[src/rtl/hs_pport_pkg.sv]
package hs_pport_pkg;
  localparam int PORT_W = 8;
  localparam int ADDR_W = 3;

  localparam logic [ADDR_W-1:0] A_PDAT  = 3'd0;
  localparam logic [ADDR_W-1:0] A_LATCH = 3'd1;
  localparam logic [ADDR_W-1:0] A_DIR   = 3'd2;
  localparam logic [ADDR_W-1:0] A_CFG   = 3'd3;
  localparam logic [ADDR_W-1:0] A_SOUT  = 3'd4;

  // configuration bit positions (bit 7 is the read-only flag)
  localparam int B_INV  = 0;
  localparam int B_EDGE = 1;
  localparam int B_PLS  = 2;
  localparam int B_OIN  = 3;
  localparam int B_HS   = 4;
  localparam int B_OD   = 5;
  localparam int B_IEN  = 6;

  typedef enum logic [1:0] {
    M_SIMPLE  = 2'd0,
    M_FULL_IN = 2'd1,
    M_FULL_OUT = 2'd2
  } hs_mode_e;
endpackage

[src/rtl/hs_pport_edge.sv]
module hs_pport_edge #(
  parameter int STAGES = 2
) (
  input  logic clk,
  input  logic rst_n,
  input  logic async_i,
  input  logic rise_sel_i,
  output logic evt_o
);
  logic [STAGES-1:0] sync_q;
  logic              last_q;

  always_ff @(posedge clk or negedge rst_n) begin
    if (!rst_n) sync_q[0] <= 1'b0;
    else        sync_q[0] <= async_i;
  end

  for (genvar g = 1; g < STAGES; g++) begin : g_stage
    always_ff @(posedge clk or negedge rst_n) begin
      if (!rst_n) sync_q[g] <= 1'b0;
      else        sync_q[g] <= sync_q[g-1];
    end
  end

  always_ff @(posedge clk or negedge rst_n) begin
    if (!rst_n) last_q <= 1'b0;
    else        last_q <= sync_q[STAGES-1];
  end

  assign evt_o = rise_sel_i ? (sync_q[STAGES-1] & ~last_q)
                            : (~sync_q[STAGES-1] & last_q);
endmodule

[src/rtl/hs_pport_hs.sv]
module hs_pport_hs
  import hs_pport_pkg::*;
#(
  parameter int W = PORT_W
) (
  input  logic         clk,
  input  logic         rst_n,
  input  logic         evt_i,
  input  hs_mode_e     mode_i,
  input  hs_mode_e     new_mode_i,
  input  logic         wr_cfg_i,
  input  logic         wr_pdat_i,
  input  logic         wr_sout_i,
  input  logic         rd_latch_i,
  input  logic [W-1:0] pad_di_i,
  output logic [W-1:0] latch_o,
  output logic         flag_o,
  output logic         strb_act_o
);
  logic [W-1:0] latch_q;
  logic         flag_q;
  logic         act_q;

  always_ff @(posedge clk or negedge rst_n) begin
    if (!rst_n) latch_q <= '0;
    else if (evt_i) latch_q <= pad_di_i;
  end

  always_ff @(posedge clk or negedge rst_n) begin
    if (!rst_n) flag_q <= 1'b0;
    else if (evt_i) flag_q <= 1'b1;
    else if (rd_latch_i || (wr_pdat_i && mode_i == M_FULL_OUT)) flag_q <= 1'b0;
  end

  always_ff @(posedge clk or negedge rst_n) begin
    if (!rst_n) act_q <= 1'b0;
    else if (wr_cfg_i) act_q <= (new_mode_i == M_FULL_IN) && !flag_q;
    else begin
      unique case (mode_i)
        M_SIMPLE:  act_q <= wr_sout_i;
        M_FULL_IN: begin
          if (evt_i) act_q <= 1'b0;
          else if (rd_latch_i) act_q <= 1'b1;
        end
        M_FULL_OUT: begin
          if (wr_pdat_i) act_q <= 1'b1;
          else if (evt_i) act_q <= 1'b0;
        end
        default: act_q <= 1'b0;
      endcase
    end
  end

  assign latch_o    = latch_q;
  assign flag_o     = flag_q;
  assign strb_act_o = act_q;
endmodule

[src/rtl/hs_pport.sv]
module hs_pport
  import hs_pport_pkg::*;
#(
  parameter int W           = PORT_W,
  parameter int SYNC_STAGES = 2
) (
  input  logic              clk,
  input  logic              rst_n,
  input  logic [ADDR_W-1:0] addr_i,
  input  logic [W-1:0]      wdata_i,
  input  logic              wr_en_i,
  input  logic              rd_en_i,
  output logic [W-1:0]      rdata_o,
  input  logic [W-1:0]      pad_di_i,
  output logic [W-1:0]      pad_do_o,
  output logic [W-1:0]      pad_oe_o,
  output logic [W-1:0]      sout_o,
  input  logic              stra_i,
  output logic              strb_o,
  output logic              irq_o
);
  localparam int CFG_W = 7;

  logic [W-1:0]     dout_q, dir_q, sout_q, latch_w;
  logic [CFG_W-1:0] cfg_q;
  logic             wr_pdat, wr_dir, wr_cfg, wr_sout, rd_latch;
  logic             stra_evt, staf_q, strb_act;
  hs_mode_e         mode, new_mode;

  assign wr_pdat  = wr_en_i && addr_i == A_PDAT;
  assign wr_dir   = wr_en_i && addr_i == A_DIR;
  assign wr_cfg   = wr_en_i && addr_i == A_CFG;
  assign wr_sout  = wr_en_i && addr_i == A_SOUT;
  assign rd_latch = rd_en_i && addr_i == A_LATCH;

  function automatic hs_mode_e mode_of(input logic hs, input logic oin);
    if (!hs) return M_SIMPLE;
    return oin ? M_FULL_OUT : M_FULL_IN;
  endfunction

  assign mode     = mode_of(cfg_q[B_HS], cfg_q[B_OIN]);
  assign new_mode = mode_of(wdata_i[B_HS], wdata_i[B_OIN]);

  always_ff @(posedge clk or negedge rst_n) begin
    if (!rst_n) begin
      dout_q <= '0;
      dir_q  <= '0;
      sout_q <= '0;
      cfg_q  <= '0;
    end else begin
      if (wr_pdat) dout_q <= wdata_i;
      if (wr_dir)  dir_q  <= wdata_i;
      if (wr_sout) sout_q <= wdata_i;
      if (wr_cfg)  cfg_q  <= wdata_i[CFG_W-1:0];
    end
  end

  hs_pport_edge #(.STAGES(SYNC_STAGES)) u_edge (
    .clk        (clk),
    .rst_n      (rst_n),
    .async_i    (stra_i),
    .rise_sel_i (cfg_q[B_EDGE]),
    .evt_o      (stra_evt)
  );

  hs_pport_hs #(.W(W)) u_hs (
    .clk        (clk),
    .rst_n      (rst_n),
    .evt_i      (stra_evt),
    .mode_i     (mode),
    .new_mode_i (new_mode),
    .wr_cfg_i   (wr_cfg),
    .wr_pdat_i  (wr_pdat),
    .wr_sout_i  (wr_sout),
    .rd_latch_i (rd_latch),
    .pad_di_i   (pad_di_i),
    .latch_o    (latch_w),
    .flag_o     (staf_q),
    .strb_act_o (strb_act)
  );

  always_comb begin
    rdata_o = '0;
    if (rd_en_i) begin
      unique case (addr_i)
        A_PDAT:  rdata_o = (pad_di_i & ~dir_q) | (dout_q & dir_q);
        A_LATCH: rdata_o = latch_w;
        A_DIR:   rdata_o = dir_q;
        A_CFG:   rdata_o = {staf_q, cfg_q};
        default: rdata_o = '0;
      endcase
    end
  end

  assign pad_do_o = dout_q;
  assign pad_oe_o = dir_q;
  assign sout_o   = sout_q;
  assign strb_o   = strb_act ^ cfg_q[B_INV];
  assign irq_o    = staf_q & cfg_q[B_IEN];
endmodule

[config.mk]
export PLATFORM = sky130hd
export DESIGN_NAME = hs_pport
export DESIGN_NICKNAME = d
export VERILOG_FILES = /design/src/rtl/hs_pport_pkg.sv /design/src/rtl/hs_pport_edge.sv /design/src/rtl/hs_pport_hs.sv /design/src/rtl/hs_pport.sv
export SDC_FILE = /design/constraint.sdc
export NUM_CORES = 1
export LEC_CHECK = 0
export CORE_MARGIN = 2
export CORE_UTILIZATION = 51
export CTS_CLUSTER_SIZE = 20
export DETAILED_ROUTE_END_ITERATION = 7
export PLACE_DENSITY_LB_ADDON = 0.2
export SKIP_LAST_GASP = 1
export SLEW_MARGIN = 0
export SYNTH_ARGS = -nofsm -noshare
export SYNTH_HDL_FRONTEND = slang
export SYNTH_SLANG_ARGS = --single-unit
[constraint.sdc]
create_clock -name clk -period 2.6 [get_ports clk]
set_input_delay 0.52 -clock clk [delete_from_list [all_inputs] [get_ports clk]]
set_output_delay 0.52 -clock clk [all_outputs]
set_load 0.1 [all_outputs]
==> impl_metrics.tcl <==
set metrics [dict create \
    status "finished clean" \
    gp_congestion 0.7596 \
    dr.pass1.iters 4 \
    drt-total-wl_mm 5.175 \
    path_depth 6 \
    critPathMaxFanout 29 \
    ir_worst_vdd_uv 693.3 \
    clock_skew_ps 3.879 \
    ctsLongestPathBuffers 2 \
    cts_sinks 44 \
    final.min_clock_period_ps 2517 \
    yosysTopAreaCellShare_pct 52.23 \
    route.detailed.drc 0 \
    holdWs_ps 358.0 \
    antenna_left 0 \
    clk_latency_ps 300 \
    synthTopCellsByArea "dfrtp_1 52%, mux2_2 24%, nor3b_1 3.2%" \
    synth_cell_types 29 \
    syn-instance-count 165 \
    die_x_um 68.30 \
    place_ws_ps 63.80 \
    wl_per_cell_um 18.09 \
    rows 23 \
    crit_path_frequent_cell "buf_12" \
    synth_edf_count 0 \
    endpoint "rdata_o[4]" \
    period_share_pct 96.80 \
    start_util_pct 52.71 \
    slew_violations 0 \
    timing_hold_violations_final 0 \
    antenna_found_initial 0 \
    drv_cap 0 \
    antenna_cells 0 \
    synth.avg_cell_area_um2 12.78 \
    ios 58 \
    cts_buffers 5 \
    worstPathRequired_ps 2080 \
    num_vias 1623 \
    yosys_warnings 0 \
    rsz0062_at_grt "false" \
    netlist_area_um2 2108 \
    reg2regPathDepth 3 \
    dpl.hpwl_mm 3.814 \
    p_leak_nw 1.266 \
    synth_top_area_cell "dfrtp_1" \
    reg2reg_to "u_hs.latch_o[0]" \
    seq_area_frac_synth_pct 52.23 \
    grt_use_total_pct 24.52 \
    grt_pass1_vias 1650 \
    critical_path.top_delay_family "buffers and inverters" \
    slew_headroom_pct 36.62 \
    cp_slowest_cell "clkdlybuf4s50_1" \
    layout_commonest_cell "mux2_2" \
    area_delta_synth_final_pct 42.43 \
    cts_setup_buffers 0 \
    cts_tree "done" \
    overflow 0 \
    final_area_um2 3003 \
    min_path_type "in -> async" \
    placed_cell_area_um2 2910 \
    fin_cells 286 \
    fill_cells 269 \
    vias_per_cell 5.675 \
    tns_ps 0 \
    htree_levels 2 \
    timing.fmax_ghz 0.3973 \
    worstMarginPinSlew_ps 950.8 \
    synth_flop_cell "dfrtp_1" \
    async_flop_share_pct 100.0 \
    setup_viol 0 \
    r2r_start "u_edge.sync_q[1]" \
    cts-root-buf "clkbuf_8" \
    die_area_um2 4664 \
    path_class "in -> out" \
    synthesis.nets 189 \
    grt_max_degree 45 \
    cp_num_buf_inv 3 \
    r2r_slack_ps 1030 \
    core_um2 4000 \
    critPathMaxStageDelay_ps 450 \
    power.total_mw 2.695 \
    crit_chain "clkdlybuf4s50_1 > buf_12 > o21a_1 > o21ai_0 > a21oi_4 > buf_12" \
    clk_pin_slew_ps 80 \
    dp_cells 278 \
    ys_seq_elements 44 \
    worst_slack_ps 83.15 \
    start_kind "input port" \
    cts_hold_buf 0 \
    nets 259 \
    numPortBuffers 57 \
    startpoint "addr_i[1]" \
    drive_gt1_share_pct 48.31 \
    fp.dieH_um 68.30 \
    endpoint_kind "primary output" \
    critPathArrivalTime_ps 2000 \
    drtIter0Drc 66 \
    final_cell_mix "45 x mux2_2, 44 x dfrtp_1, 39 x buf_4" \
    fin_util_pct 75.07 \
    grt_pass1_wl_mm 8.045 \
    power_density_nw_per_um2 897.6 \
    cts_resized 0 \
]
how the worst min path moves through the flow:
| stage | startpoint | endpoint | cells past startpoint | slack [ps] |
|---|---|---|---|---|
| global route | u_edge.sync_q[0] | u_edge.sync_q[1] | 0 | 370 |
| global placement | u_edge.sync_q[0] | u_edge.sync_q[1] | 0 | 360 |
| floorplan | rst_n | cfg_q[0] | 0 | 220 |
| detailed placement | u_edge.sync_q[0] | u_edge.sync_q[1] | 0 | 340 |
| finish | rst_n | sout_o[5] | 1 | 360 |
| CTS | u_edge.sync_q[0] | u_edge.sync_q[1] | 0 | 370 |
state kept, by name, summed over array words and instances (netlist names):
signal	flops
pad_do_o	8
pad_oe_o	8
u_edge.sync_q	2
u_hs.flag_o	1
u_hs.strb_act_o	1
cfg_q	7
sout_o	8
u_edge.last_q	1
u_hs.latch_o	8
cells by family after synthesis:
family / count (synthesis) / share of synthesized area, %
XOR/XNOR: 1 / 0.4155
AND/OR/NAND/NOR: 33 / 11.16
buffers and inverters: 11 / 2.848
AO/OA/AOI/OAI: 30 / 8.783
flip-flops: 44 / 52.23
multiplexers: 46 / 24.57
synthesized netlist by cell type, types with 2 or more instances:
library cell / count
mux2_2: 45
dfrtp_1: 44
nand2_1: 10
o21ai_0: 10
a21oi_1: 9
nor3b_1: 9
o21a_1: 8
buf_2: 3
inv_1: 3
and2_1: 2
buf_4: 2
nand2b_1: 2
nor2b_1: 2
layer usage:
| metal | global-route usage, % | up-vias | wire [µm] |
|---|---|---|---|
| li1 | - | 734 | - |
| met2 | 40.78 | 44 | 2653 |
| met1 | 31.39 | 837 | 2156 |
| met4 | 10.00 | 0 | 100 |
| met5 | 0 | - | 0 |
| met3 | 4.770 | 8 | 264 |
power breakdown:
| group | internal, mW | switching [mW] |
|---|---|---|
| logic | 0.371 | 0.928 |
| clock network | 0.212 | 0.234 |
| registers | 0.837 | 0.114 |
area by class of cell:
type	instances	area (µm²)	share of cell area [%]
clock inverters	2	10.01	0.3333
inverters	3	11.26	0.3750
multi-input cells	110	1037	34.54
clock buffers	6	82.58	2.750
repair buffers	71	698.2	23.25
flip-flops and latches	44	1101	36.67
well taps	50	62.56	2.083
(Power assumes the default switching activity.)
